==> src/rtl/psd_pkg.sv <==
package psd_pkg;

  localparam int SEL_W   = 3;
  localparam int REF_MAX = 3312;
  localparam int REF_W   = $clog2(REF_MAX + 1);

  localparam logic [SEL_W-1:0] SEL_OFF  = 3'b111;
  localparam logic [SEL_W-1:0] SEL_DUAL = 3'b000;

  // reference ratio for a select code; zero means no ratio (channel off)
  function automatic logic [REF_W-1:0] ref_ratio(input logic [SEL_W-1:0] sel,
                                                 input logic tx);
    logic [REF_W-1:0] r;
    case (sel)
      SEL_DUAL: r = tx ? REF_W'(3168) : REF_W'(2112);
      3'b001:   r = REF_W'(3168);
      3'b010:   r = REF_W'(2640);
      3'b011:   r = REF_W'(2112);
      3'b100:   r = REF_W'(3312);
      3'b101:   r = REF_W'(2760);
      3'b110:   r = REF_W'(2208);
      default:  r = '0;
    endcase
    return r;
  endfunction

  function automatic logic sel_is_off(input logic [SEL_W-1:0] sel);
    return sel == SEL_OFF;
  endfunction

endpackage

==> src/rtl/psd_cfg_hold.sv <==
module psd_cfg_hold
  import psd_pkg::*;
#(
  parameter int NW = 10,
  parameter int AW = 6
) (
  input  logic             clk,
  input  logic             rst_n,
  input  logic             load,
  input  logic [NW-1:0]    n_in,
  input  logic [AW-1:0]    a_in,
  input  logic [SEL_W-1:0] sel_in,
  input  logic             tx_in,
  input  logic             apply,
  output logic [NW-1:0]    act_n,
  output logic [AW-1:0]    act_a,
  output logic [SEL_W-1:0] act_sel,
  output logic             act_tx,
  output logic             pending
);

  logic [NW-1:0]    sh_n;
  logic [AW-1:0]    sh_a;
  logic [SEL_W-1:0] sh_sel;
  logic             sh_tx;

  always_ff @(posedge clk) begin
    if (!rst_n) begin
      sh_n    <= '0;
      sh_a    <= '0;
      sh_sel  <= SEL_OFF;
      sh_tx   <= 1'b0;
      pending <= 1'b0;
    end else begin
      if (load) begin
        sh_n   <= n_in;
        sh_a   <= a_in;
        sh_sel <= sel_in;
        sh_tx  <= tx_in;
      end
      pending <= load | (pending & ~apply);
    end
  end

  always_ff @(posedge clk) begin
    if (!rst_n) begin
      act_n   <= '0;
      act_a   <= '0;
      act_sel <= SEL_OFF;
      act_tx  <= 1'b0;
    end else if (apply) begin
      act_n   <= sh_n;
      act_a   <= sh_a;
      act_sel <= sh_sel;
      act_tx  <= sh_tx;
    end
  end

endmodule

==> src/rtl/psd_ref_div.sv <==
module psd_ref_div
  import psd_pkg::*;
(
  input  logic             clk,
  input  logic             rst_n,
  input  logic             tick,
  input  logic             run,
  input  logic             restart,
  input  logic [REF_W-1:0] ratio,
  output logic             pulse,
  output logic [REF_W-1:0] cnt
);

  logic last;
  assign last = (cnt >= ratio - 1'b1);

  always_ff @(posedge clk) begin
    if (!rst_n) begin
      cnt   <= '0;
      pulse <= 1'b0;
    end else begin
      pulse <= 1'b0;
      if (restart || !run) begin
        cnt <= '0;
      end else if (tick) begin
        if (last) begin
          cnt   <= '0;
          pulse <= 1'b1;
        end else begin
          cnt <= cnt + 1'b1;
        end
      end
    end
  end

endmodule

==> src/rtl/psd_swallow_cnt.sv <==
module psd_swallow_cnt #(
  parameter int NW = 10,
  parameter int AW = 6
) (
  input  logic          clk,
  input  logic          rst_n,
  input  logic          tick,
  input  logic          run,
  input  logic          restart,
  input  logic [NW-1:0] n,
  input  logic [AW-1:0] a,
  output logic [NW-1:0] step,
  output logic          wrap,
  output logic          vco_pulse,
  output logic          mod_ctl
);

  logic [NW-1:0] last_step;
  logic          in_swallow;

  assign last_step  = n - 1'b1;
  assign wrap       = tick && run && (step == last_step);
  assign in_swallow = step < NW'(a);
  assign mod_ctl    = run && in_swallow;

  always_ff @(posedge clk) begin
    if (!rst_n) begin
      step      <= '0;
      vco_pulse <= 1'b0;
    end else begin
      vco_pulse <= wrap;
      if (restart || !run) begin
        step <= '0;
      end else if (tick) begin
        step <= wrap ? '0 : step + 1'b1;
      end
    end
  end

endmodule

==> src/rtl/pll_swallow_prog.sv <==
module pll_swallow_prog
  import psd_pkg::*;
#(
  parameter int NW = 10,
  parameter int AW = 6
) (
  input  logic             clk,
  input  logic             rst_n,
  input  logic             ref_en,
  input  logic             pre_en,
  input  logic             load,
  input  logic [NW-1:0]    n_in,
  input  logic [AW-1:0]    a_in,
  input  logic [SEL_W-1:0] sel_in,
  input  logic             tx_in,
  output logic             ref_pulse,
  output logic             vco_pulse,
  output logic             mod_ctl,
  output logic             disabled
);

  logic [NW-1:0]    act_n;
  logic [AW-1:0]    act_a;
  logic [SEL_W-1:0] act_sel;
  logic             act_tx;
  logic             pending;
  logic             chan_off;
  logic             wrap_evt;
  logic             apply_evt;
  logic [REF_W-1:0] ratio_sel;
  logic [REF_W-1:0] ref_cnt_q;
  logic [NW-1:0]    step_q;

  assign chan_off  = sel_is_off(act_sel);
  assign ratio_sel = ref_ratio(act_sel, act_tx);
  assign apply_evt = pending && (chan_off || wrap_evt);
  assign disabled  = chan_off;

  psd_cfg_hold #(.NW(NW), .AW(AW)) u_cfg (
    .clk     (clk),
    .rst_n   (rst_n),
    .load    (load),
    .n_in    (n_in),
    .a_in    (a_in),
    .sel_in  (sel_in),
    .tx_in   (tx_in),
    .apply   (apply_evt),
    .act_n   (act_n),
    .act_a   (act_a),
    .act_sel (act_sel),
    .act_tx  (act_tx),
    .pending (pending)
  );

  psd_ref_div u_ref (
    .clk     (clk),
    .rst_n   (rst_n),
    .tick    (ref_en),
    .run     (!chan_off),
    .restart (apply_evt),
    .ratio   (ratio_sel),
    .pulse   (ref_pulse),
    .cnt     (ref_cnt_q)
  );

  psd_swallow_cnt #(.NW(NW), .AW(AW)) u_swl (
    .clk       (clk),
    .rst_n     (rst_n),
    .tick      (pre_en),
    .run       (!chan_off),
    .restart   (apply_evt),
    .n         (act_n),
    .a         (act_a),
    .step      (step_q),
    .wrap      (wrap_evt),
    .vco_pulse (vco_pulse),
    .mod_ctl   (mod_ctl)
  );

endmodule

==> config.mk <==
export PLATFORM = sky130hd
export DESIGN_NAME = pll_swallow_prog
export DESIGN_NICKNAME = d
export VERILOG_FILES = /design/src/rtl/psd_pkg.sv /design/src/rtl/psd_cfg_hold.sv /design/src/rtl/psd_ref_div.sv /design/src/rtl/psd_swallow_cnt.sv /design/src/rtl/pll_swallow_prog.sv
export SDC_FILE = /design/constraint.sdc
export NUM_CORES = 1
export LEC_CHECK = 0
export BUFFER_PORTS_ARGS = -buffer_cell sky130_fd_sc_hd__buf_4
export CAP_MARGIN = 0
export CORE_UTILIZATION = 39
export CTS_CLUSTER_DIAMETER = 200
export DETAILED_ROUTE_END_ITERATION = 8
export PLACE_DENSITY = 0.67
export SKIP_LAST_GASP = 1
export SLEW_MARGIN = 20
export SYNTH_ARGS = -nofsm -noshare
export SYNTH_HDL_FRONTEND = slang
export SYNTH_SLANG_ARGS = --single-unit
==> constraint.sdc <==
create_clock -name clk -period 2.95 [get_ports clk]
set_clock_uncertainty 0.1 [all_clocks]
set_input_delay 0.1475 -clock clk [delete_from_list [all_inputs] [get_ports clk]]
set_output_delay 0.1475 -clock clk [all_outputs]
set_load 0.01 [all_outputs]
==> results of run 1 <==
[registers in the layout, indices dropped and copies added (netlist names)]
name             flops
u_cfg.act_a          6
u_swl.step          10
u_cfg.sh_tx          1
u_ref.cnt           12
u_swl.vco_pulse      1
u_cfg.pending        1
u_cfg.sh_a           6
u_cfg.sh_n          10
u_cfg.sh_sel         3
u_cfg.act_tx         1
u_ref.pulse          1
u_cfg.act_n         10
u_cfg.act_sel        3
[cell families (layout without fill, tap and decap cells)]
logic type | count (synthesis) | in the layout | synth area share
and+or+nand+nor | 155 | 155 | 0.208
xor gates and xnor gates | 34 | 34 | 0.0864
muxes | 41 | 41 | 0.119
buffers and inverters | 37 | 90 | 0.0457
AOI/OAI and AO/OA | 38 | 39 | 0.0980
adders and majority gates | 18 | 18 | 0.0653
DFF | 65 | 65 | 0.377
[layout make-up]
class | instances | area (um2) | share of cell area
multi-input cells | 287 | 2070 | 0.480
flip-flops and latches | 65 | 1300 | 0.302
repair buffers | 58 | 503 | 0.117
well taps | 105 | 131 | 0.0305
clock buffers | 9 | 124 | 0.0288
clock inverters | 7 | 119 | 0.0276
inverters | 16 | 60.1 | 0.0139
[through the flow]
stage	power (mW)	cells	util
3_3_place_gp	1.15	508	0.449
2_1_floorplan	1.09	388	-
3_5_place_dp	1.15	508	0.449
5_1_grt	2.17	547	0.514
6_report	2.08	547	0.514
4_1_cts	2.09	546	0.504
[cell usage in the layout, fill, tap and decap left out, drive strengths merged, types with 2 or more instances in the layout]
| cell type | instances |
|---|---|
| a21o | 4 |
| o211ai | 4 |
| o21a | 2 |
| xor2 | 22 |
| o41ai | 2 |
| nand4 | 12 |
| ha | 18 |
| xnor2 | 12 |
| o32ai | 2 |
| inv | 16 |
| clkbuf | 9 |
| or4 | 2 |
| mux2i | 41 |
| nand3 | 8 |
| clkinv | 2 |
| clkinvlp | 2 |
| o21ai | 4 |
| and3 | 4 |
| buf | 36 |
| nand2 | 51 |
| nand2b | 6 |
| nor3 | 4 |
| o311ai | 2 |
| dfxtp | 65 |
| a21oi | 6 |
| dlygate4sd3 | 22 |
| a2111oi | 3 |
| nor4 | 3 |
| a31oi | 4 |
| bufinv | 3 |
| nor2 | 57 |
[routing by layer]
layer  global-route usage  routed length [um]
met1                0.231                3590
met3               0.0411                 244
met4               0.0659                  89
met2                0.268                3350
met5                    0                   0
[worst max-delay path by stage]
| stage | from | to | cells after the start |
|---|---|---|---|
| after global placement | u_cfg.act_sel[2] | u_ref.cnt[7] | 12 |
| after floorplan | u_cfg.act_sel[0] | u_ref.cnt[1] | 13 |
| final | u_cfg.act_sel[2] | u_ref.cnt[5] | 13 |
| after detailed placement | u_cfg.act_sel[2] | u_ref.cnt[5] | 12 |
| after global routing | u_cfg.act_sel[2] | u_ref.cnt[5] | 12 |
| after CTS | u_cfg.act_sel[2] | u_ref.cnt[5] | 12 |
[report_power, final]
part | switching, mW | leakage [nW] | internal [mW] | total, mW
clock | 0.353 | 0.115 | 0.561 | 0.913
sequential | 0.0184 | 0.528 | 0.903 | 0.921
combinational | 0.120 | 1.07 | 0.122 | 0.242
[timing repair]
action,in CTS,in global routing
endpoints found under the setup margin,0,12
resized for setup,0,11
hold buffers,22,0
hold endpoints to repair,22,0
==> qor.csv, run 1 <==
stage;metric;value;unit
placement;GPL Wtd Cong;0.889;
critical_path;cell chain of the critical path;buf_4 -> xor2_2 -> nand2b_1 -> ha_1 -> nand2b_1 -> a31oi_1 -> ha_1 -> a2111oi_4 -> o211ai_1 -> o21bai_1 -> a21oi_2 -> o41ai_4 -> nor2_1;
critical_path;CP max FO;8;
power;Worst VDD drop;0.367;mV
clock_network;clock slew at reported path FFs;0.08;ns
synthesis;Mapped Cells;388;
final_layout;Area Growth Syn to Fin;24.9;%
floorplanning;Die Y;96.0;um
synthesis;Synth top area share;0.377;
critical_path;R2R depth;13;
global_route;total congestion overflow;0;
synthesis;Post-synth EDFFs;0;
global_route;vias in the first global route;2647;
timing;Tcrit/Tclk final;0.941;
synthesis;register bit total from synthesis;65;
global_route;initial antenna violation count;0;
synthesis;syn_area_per_cell;8.88;um2
synthesis;largest area contributor in the netlist;dfxtp_1;
placement;Port Buffers;28;
critical_path;kind of critical path;flop to flop;
timing;setup violators final;0;
clock_network;Post-CTS Setup Bufs;0;
timing;setup tns final;0;ns
drt;DR vias/cell;5.07;
worst_hold_path;Min-Delay Endpoint;u_cfg.sh_sel[0];
drt;DR DRC count;0;
critical_path;cell family with most CP delay;compound AO/OA/AOI/OAI gates;
critical_path;element type at the critical path end;flop;
drt;1st-iter DRT viols;133;
synthesis;Ys Warns;0;
synthesis;Synthesized Nets;431;
power;Lkg Pwr;1.71;nW
synthesis;top-count cell post-synth;dfxtp_1;
global_route;pin count of the biggest net entering global routing;41;
floorplanning;Initial Util;0.411;
clock_network;clk buf depth;2;
global_route;Total GRT Usage;0.173;
synthesis;post-synthesis cell type count;49;
clock_network;CTS sink cnt;65;
drt;DRT Pass-1 Iters;4;
final_layout;FILL cells;773;
critical_path;RR Endpoint;u_ref.cnt[5];
final_layout;# nets final;480;
timing;Final min period;2.77;ns
floorplanning;IO Count;29;
power;PD cells;482;mW/mm2
drt;post-route ant nets;0;
outcome;status;complete, no violations;
timing;Slew @ Worst Pin;0.776;ns
clock_network;TritonCTS Buffers;9;
timing;worst setup margin;0.175;ns
critical_path;R2R setup slack;0.18;ns
critical_path;CP Buf/Inv Count;1;
synthesis;top post-synthesis cells by count;65 x dfxtp_1, 57 x nor2_1, 51 x nand2_1;
timing;Relative slew margins;0.482;
clock_network;H-tree Lvls;3;
floorplanning;core area;0.00838;mm2
drt;WL/cell;13.3;um
critical_path;slowest CP cell;dfxtp_2;
floorplanning;die width;96.0;um
clock_network;worst skew pair latency;0.34;ns
worst_hold_path;Hold Path Class;input port to flop;
worst_hold_path;hold wc startpoint;rst_n;
floorplanning;Total Die Area;0.00922;mm2
placement;detailed placement HPWL;4970;um
synthesis;Netlist Area Pre-Place;0.00345;mm2
global_route;first-pass GRT wire length;12200;um
timing;Final Hold Viols;0;
timing;Slew Limit Fails;0;
synthesis;Async S/R FF share, synth;0;
critical_path;Worst EP required;3.13;ns
drt;via count;2775;
clock_network;root buffer cell;clkbuf_8;
synthesis;sequential area share after synthesis;0.377;
drt;final WL;7270;um
critical_path;Worst R2R Start;u_cfg.act_sel[2];
critical_path;Arrival @ worst endpoint;2.95;ns
placement;placed cell area;0.00376;mm2
final_layout;share of cells above drive strength 1;0.161;
flow_run;Max Cap Viol;0;
floorplanning;# rows;33;
critical_path;critical path startpoint category;flop;
clock_network;CTS tree;yes;
timing;WHS;0.0942;ns
worst_hold_path;hold path depth;2;
synthesis;Most used DFF post-synth;dfxtp_1;
final_layout;ANT cells;0;
placement;Placement Setup Slack;0.0622;ns
final_layout;Finished Cell Area;0.00431;mm2
critical_path;Worst path max stage delay;0.33;ns
synthesis;synth top area cells;dfxtp_1 38%, mux2i_1 12%, ha_1 6.5%;
timing;RSZ-0062 raised after global routing;false;
timing;f_max;360;MHz
Note: power is estimated with default switching activity, not from simulation.
==> run 2, diff against run 1 <==
MAX_ROUTING_LAYER = met4   (was not set)
==> run 2 against run 1 <==
  * Global-route usage increased by 1.3 points
  * Clock power decreased by 19%
  * Sequential share of layout area increased by 0.39 points
  * Critical path depth decreased by 2
  * Power decreased by 8.2%
  * Register-to-register slack improved by 0.02 ns
  * Clock-buffer cell count increased by 1
  * Core utilization decreased by 0.66 points
  * Non-clock buffer count unchanged
  * Worst hold slack got worse by 0.075 ns
  * First-iteration DRC count increased by 29%
  * Critical endpoint is now u_ref.cnt[2]
  * Highest routed layer unchanged
==> qor.csv, run 2 (same netlist as run 1, synthesis figures left out) <==
stage;metric;value;unit;change
clock_network;H-tree Lvls;3;;unchanged
critical_path;Arrival @ worst endpoint;2.93;ns;-0.02 ns
final_layout;commonest non-fill, non-tap cells in the layout;64 x dfxtp_1, 57 x nor2_1, 51 x nand2_1, 41 x mux2i_1, 35 x buf_4;;
floorplanning;IO Count;29;;unchanged
placement;Placement Setup Slack;-0.0408;ns;-0.103 ns
floorplanning;core area;0.00838;mm2;unchanged
critical_path;R2R depth;11;;-2
final_layout;Finished Cell Area;0.00425;mm2;-1.3%
worst_hold_path;hold path depth;3;;+1
clock_network;root buffer cell;clkbuf_8;;
timing;Final Hold Viols;0;;unchanged
final_layout;max reg flops;12;;unchanged
final_layout;share of cells above drive strength 1;0.158;;-0.00226
global_route;initial antenna violation count;0;;unchanged
critical_path;Worst R2R Start;u_cfg.act_sel[2];;
floorplanning;Total Die Area;0.00922;mm2;unchanged
final_layout;# nets final;480;;unchanged
timing;Tcrit/Tclk final;0.934;;-0.00603
global_route;pin count of the biggest net entering global routing;41;;unchanged
drt;1st-iter DRT viols;172;;+29%
critical_path;R2R setup slack;0.19;ns;+0.02 ns
drt;DR vias/cell;5.08;;+0.11%
worst_hold_path;hold wc startpoint;ref_en;;
drt;DRT Pass-1 Iters;4;;unchanged
final_layout;ANT cells;0;;unchanged
power;PD cells;448;mW/mm2;-7.0%
floorplanning;# rows;33;;unchanged
drt;post-route ant nets;0;;unchanged
placement;Port Buffers;28;;unchanged
power;Lkg Pwr;1.71;nW;-0.23%
global_route;Total GRT Usage;0.186;;+0.0132
power;Logic pwr share;0.128;;+0.012
critical_path;element type at the critical path end;flop;;
clock_network;Post-CTS Setup Bufs;0;;unchanged
clock_network;clock slew at reported path FFs;0.07;ns;about the same
clock_network;worst skew pair latency;0.34;ns;about the same
drt;final WL;7500;um;+3.2%
drt;via count;2778;;+0.11%
worst_hold_path;Hold Path Class;input port to flop;;
floorplanning;Initial Util;0.411;;unchanged
clock_network;clk buf depth;2;;unchanged
drt;DR DRC count;0;;unchanged
timing;Slew Limit Fails;0;;unchanged
clock_network;TritonCTS Buffers;9;;unchanged
power;sequential share of power;0.484;;+0.040
critical_path;kind of critical path;flop to flop;;
critical_path;RR Endpoint;u_ref.cnt[2];;
global_route;vias in the first global route;2762;;+4.3%
timing;Relative slew margins;0.475;;-0.00746
critical_path;Worst EP required;3.12;ns;about the same
placement;detailed placement HPWL;5060;um;+1.8%
placement;GPL Wtd Cong;0.840;;-5.6%
clock_network;CTS tree;yes;;
power;final total power;1.91;mW;-8.2%
outcome;status;complete, no violations;;
global_route;total congestion overflow;0;;unchanged
flow_run;Max Cap Viol;0;;unchanged
critical_path;critical path startpoint category;flop;;
timing;worst setup margin;0.193;ns;+0.0178 ns
timing;WHS;0.0195;ns;-0.0747 ns
final_layout;Cell Count, Final, Fillers Out;547;;unchanged
final_layout;Largest Register;u_ref.cnt;;
timing;RSZ-0062 raised after global routing;false;;
critical_path;CP max FO;6;;-2
placement;placed cell area;0.00377;mm2;+0.20%
timing;Slew @ Worst Pin;0.787;ns;+0.0112 ns
final_layout;commonest non-fill, non-tap cell in the layout;dfxtp_1;;
power;cell internal pwr;1.43;mW;-9.7%
floorplanning;die width;96.0;um;unchanged
placement;Placed Instances;509;;+0.20%
worst_hold_path;Min-Delay Endpoint;u_ref.cnt[0];;
drt;WL/cell;13.7;um;+3.2%
floorplanning;Die Y;96.0;um;unchanged
power;P_sw;475;uW;-3.2%
final_layout;Area Growth Syn to Fin;23.3;%;
timing;f_max;363;MHz;+0.64%
power;clock network fraction of design power;0.389;;-0.051
timing;Final min period;2.76;ns;-0.0178 ns
global_route;first-pass GRT wire length;12800;um;+4.8%
timing;setup violators final;0;;unchanged
power;switching portion of total power;0.249;;+0.0128
power;Worst VDD drop;0.368;mV;+0.30%
clock_network;CTS sink cnt;65;;unchanged
run 2: cell count changes in the layout (fill, tap and decap cells not counted), sizes merged:
cell	before	now
clkinvlp	2	1
bufinv	3	1
buf	36	37
clkinv	2	4
clkbuf	9	10
dlygate4sd3	22	21
run 2: timing repair:
action / in CTS / in global routing
hold endpoints to repair: 21 / 0
pin swaps: 0 / 3
cloned: 0 / 1
setup endpoints to repair: 12 / 12
hold buffers: 21 / 0
gates resized for setup: 2 / 9
run 2: routing by layer:
layer | global-route usage | vias up | wire length (um)
li1 | - | 1434 | -
met1 | 0.231 | 1276 | 3550
met2 | 0.299 | 60 | 3500
met3 | 0.0387 | 8 | 340
met4 | 0.0622 | 0 | 117
met5 | - | - | 0
run 2: worst max-delay path by stage:
stage / start / endpoint / slack, ns / cells after the start
floorplan: u_cfg.act_sel[0] / u_ref.cnt[1] / 0.07 / 13
global placement: u_cfg.act_sel[2] / u_ref.cnt[9] / 0.20 / 12
detailed placement: u_cfg.act_sel[2] / u_ref.cnt[2] / -0.04 / 12
CTS: u_cfg.act_sel[2] / u_ref.cnt[2] / 0.03 / 12
global route: u_cfg.act_sel[2] / u_ref.cnt[8] / 0.06 / 12
finish: u_cfg.act_sel[2] / u_ref.cnt[2] / 0.19 / 11
run 2: layout make-up:
| class | count | area [um2] |
|---|---|---|
| flip-flops and latches | 65 | 1300 |
| repair buffers | 58 | 504 |
| clock inverters | 6 | 57.6 |
| inverters | 16 | 60.1 |
| clock buffers | 10 | 138 |
| multi-input cells | 287 | 2060 |
| fillers | 766 | 4130 |
| well taps | 105 | 131 |
run 2: critical path: stages (launching register included):
cell       delay [ns]
dfxtp_2          0.35
nand2_1          0.06
or2_2            0.30
ha_1             0.23
nor2_1           0.13
ha_1             0.30
a2111oi_4        0.31
o211ai_1         0.13
o21bai_2         0.24
a21oi_4          0.24
o41ai_4          0.16
nor2_1           0.15
run 2: metrics by stage:
step	TNS, ns	utilization
5_1_grt	0	0.507
2_1_floorplan	0	-
4_1_cts	0	0.499
6_report	0	0.507
3_5_place_dp	-0.239	0.450
3_3_place_gp	0	0.450
run 2: power by group through the flow:
| stage | sequential (mW) | combinational [mW] | clock, mW |
|---|---|---|---|
| 2_1_floorplan | 0.936 | 0.154 | 0 |
| 3_3_place_gp | 0.941 | 0.205 | 0 |
| 3_5_place_dp | 0.941 | 0.212 | 0 |
| 4_1_cts | 0.921 | 0.236 | 0.764 |
| 5_1_grt | 0.925 | 0.269 | 0.801 |
| 6_report | 0.922 | 0.244 | 0.741 |
==> run 3, diff against run 2 <==
ABC_AREA = 1   (was not set)
==> run 3 against run 2 <==
  * Non-clock buffer count decreased by 9
  * Die area is 0.72% lower
  * Area after synthesis down 0.73%
  * First-iteration DRC count is 32% lower
  * Setup slack improved by 0.17 ns
  * Cell count is 14% higher
  * Via count increased by 8.0%
  * Largest cell class unchanged
  * Largest power group unchanged
==> qor.csv, run 3 <==
stage;metric;value;unit;change
outcome;status;complete, no violations;;
drt;final WL;6870;um;-8.4%
final_layout;commonest non-fill, non-tap cell in the layout;nand2_1;;
clock_network;CTS tree;yes;;
drt;1st-iter DRT viols;117;;-32%
power;Worst VDD drop;0.290;mV;-21%
power;PD cells;547;mW/mm2;+22%
floorplanning;Initial Util;0.410;;-0.000964
synthesis;Async S/R FF share, synth;0;;unchanged
synthesis;Post-synth EDFFs;0;;unchanged
placement;GPL Wtd Cong;0.862;;+2.6%
global_route;initial antenna violation count;0;;unchanged
final_layout;max reg flops;12;;unchanged
clock_network;clock slew at reported path FFs;0.07;ns;about the same
timing;Final min period;2.59;ns;-0.171 ns
final_layout;ANT cells;0;;unchanged
drt;DR DRC count;0;;unchanged
clock_network;Post-CTS Setup Bufs;0;;unchanged
timing;f_max;387;MHz;+6.6%
final_layout;share of cells above drive strength 1;0.114;;-0.0447
drt;DR vias/cell;4.81;;-5.4%
global_route;first-pass GRT wire length;11800;um;-8.2%
synthesis;Ys Warns;0;;unchanged
global_route;pin count of the biggest net entering global routing;43;;+4.9%
final_layout;Largest Register;u_ref.cnt;;
synthesis;Most used DFF post-synth;dfxtp_1;;
final_layout;Area Growth Syn to Fin;18.4;%;
critical_path;critical path startpoint category;flop;;
timing;Slew @ Worst Pin;0.930;ns;+0.143 ns
synthesis;Synthesized Nets;518;;+20%
drt;via count;2999;;+8.0%
drt;DRT Pass-1 Iters;6;;+2
drt;top sig layer;met4;;
worst_hold_path;Hold Path Class;input port to flop;;
drt;WL/cell;11.0;um;-20%
timing;worst setup margin;0.365;ns;+0.171 ns
critical_path;kind of critical path;flop to flop;;
power;final total power;2.21;mW;+16%
global_route;Total GRT Usage;0.172;;-0.0144
clock_network;TritonCTS Buffers;9;;unchanged
critical_path;element type at the critical path end;flop;;
floorplanning;# rows;33;;unchanged
timing;Final Hold Viols;0;;unchanged
critical_path;Worst EP required;3.12;ns;about the same
power;Lkg Pwr;1.77;nW;+3.9%
timing;WHS;0.00942;ns;-0.0100 ns
drt;met3 WL post-DR;242;um;-29%
synthesis;Mapped Cells;475;;+22%
critical_path;CP max FO;12;;+6
floorplanning;IO Count;29;;unchanged
drt;metal2 WL;3070;um;-12%
synthesis;largest area contributor in the netlist;dfxtp_1;;
timing;Relative slew margins;0.379;;-0.0955
flow_run;Max Cap Viol;0;;unchanged
synthesis;post-synthesis cell type count;33;;-33%
timing;setup violators final;0;;unchanged
timing;Tcrit/Tclk final;0.876;;-0.0581
final_layout;FILL cells;832;;+8.6%
critical_path;Arrival @ worst endpoint;2.75;ns;-0.18 ns
clock_network;CTS sink cnt;65;;unchanged
placement;Placement Setup Slack;0.342;ns;+0.383 ns
drt;M1 WL;3480;um;-2.1%
floorplanning;Die Y;95.7;um;-0.36%
drt;post-route ant nets;0;;unchanged
clock_network;H-tree Lvls;3;;unchanged
placement;detailed placement HPWL;4920;um;-2.6%
synthesis;register bit total from synthesis;65;;unchanged
floorplanning;core area;0.00834;mm2;-0.49%
final_layout;# nets final;557;;+16%
clock_network;clk buf depth;2;;unchanged
synthesis;sequential area share after synthesis;0.380;;+0.00276
timing;Slew Limit Fails;0;;unchanged
placement;Port Buffers;28;;unchanged
synthesis;top post-synthesis cells by count;83 x nand2_1, 65 x dfxtp_1, 65 x nor2_1;;
floorplanning;Total Die Area;0.00915;mm2;-0.72%
global_route;total congestion overflow;0;;unchanged
synthesis;synth top area cells;dfxtp_1 38%, nand2_1 9.1%, nor2_1 7.1%;;
synthesis;syn_area_per_cell;7.20;um2;-19%
synthesis;Netlist Area Pre-Place;0.00342;mm2;-0.73%
clock_network;worst skew pair latency;0.34;ns;about the same
timing;RSZ-0062 raised after global routing;false;;
global_route;vias in the first global route;2606;;-5.6%
synthesis;top-count cell post-synth;nand2_1;;
timing;setup tns final;0;ns;unchanged
clock_network;root buffer cell;clkbuf_8;;
floorplanning;die width;95.7;um;-0.36%
final_layout;commonest non-fill, non-tap cells in the layout;83 x nand2_1, 65 x nor2_1, 65 x dfxtp_1, 55 x inv_1;;
synthesis;Synth top area share;0.380;;+0.00276
[run 3: per-stage QoR]
stage               cell area (um2)  utilization  cells
floorplan                      3420            -    475
CTS                            4050        0.486    624
finish                         4050        0.486    624
global placement               3660        0.439    589
detailed placement             3660        0.439    589
global route                   4050        0.486    624
[run 3: kinds of logic (layout without fill, tap and decap cells)]
| logic type | count (synthesis) | after routing | share of synthesized area |
|---|---|---|---|
| and+or+nand+nor | 216 | 216 | 0.280 |
| adders and majority gates | 18 | 18 | 0.0658 |
| muxes | 1 | 1 | 0.00293 |
| DFF | 65 | 65 | 0.380 |
| AOI/OAI and AO/OA | 73 | 73 | 0.112 |
| xor gates and xnor gates | 25 | 25 | 0.0640 |
| buffers and inverters | 77 | 121 | 0.0951 |
[run 3: report_power, final]
part	switching, mW	internal, mW	total, mW	leakage, nW
registers	0.0436	0.932	0.975	0.533
clock network	0.334	0.410	0.744	0.0953
logic	0.297	0.197	0.495	1.14
total	0.675	1.54	2.21	1.77
[run 3: final timing paths]
path	from	end	slack, ns	cells after the start
max	u_cfg.act_sel[2]	u_ref.cnt[0]	0.36	13
min	n_in[5]	u_cfg.sh_n[5]	0.009	3
max reg2reg	u_cfg.act_sel[2]	u_ref.cnt[0]	0.36	13
min reg2reg	u_cfg.sh_n[0]	u_cfg.sh_n[0]	0.35	2
[run 3: repair_timing]
action | in CTS | in global routing
hold buffers | 19 | 0
endpoints found under the hold margin | 16 | 0
gates resized for setup | 0 | 0
[run 3: cell type report]
cell class                      instances  area (um2)  area share
Sequential cell                        65        1300       0.321
Multi-Input combinational cell        333        1800       0.443
Clock buffer                           11         141      0.0349
Timing Repair Buffer                   49         415       0.103
Clock inverter                          5        55.1      0.0136
Tap cell                              105         131      0.0324
Inverter                               56         210      0.0519
[run 3: worst max-delay path: stages, from the launching register on]
cell	delay, ns
dfxtp_1	0.45
inv_1	0.14
nor2_1	0.19
inv_1	0.07
ha_1	0.22
xnor2_1	0.18
ha_1	0.26
a21oi_1	0.12
o21ai_0	0.08
nand2_1	0.06
o2111ai_1	0.12
nand2_1	0.12
nand3_2	0.25
nor2_1	0.16
[run 3: metal layers]
layer	vias up	global-route usage
met5	-	-
met2	50	0.260
li1	1605	-
met3	8	0.0391
met4	0	0.0634
met1	1336	0.222
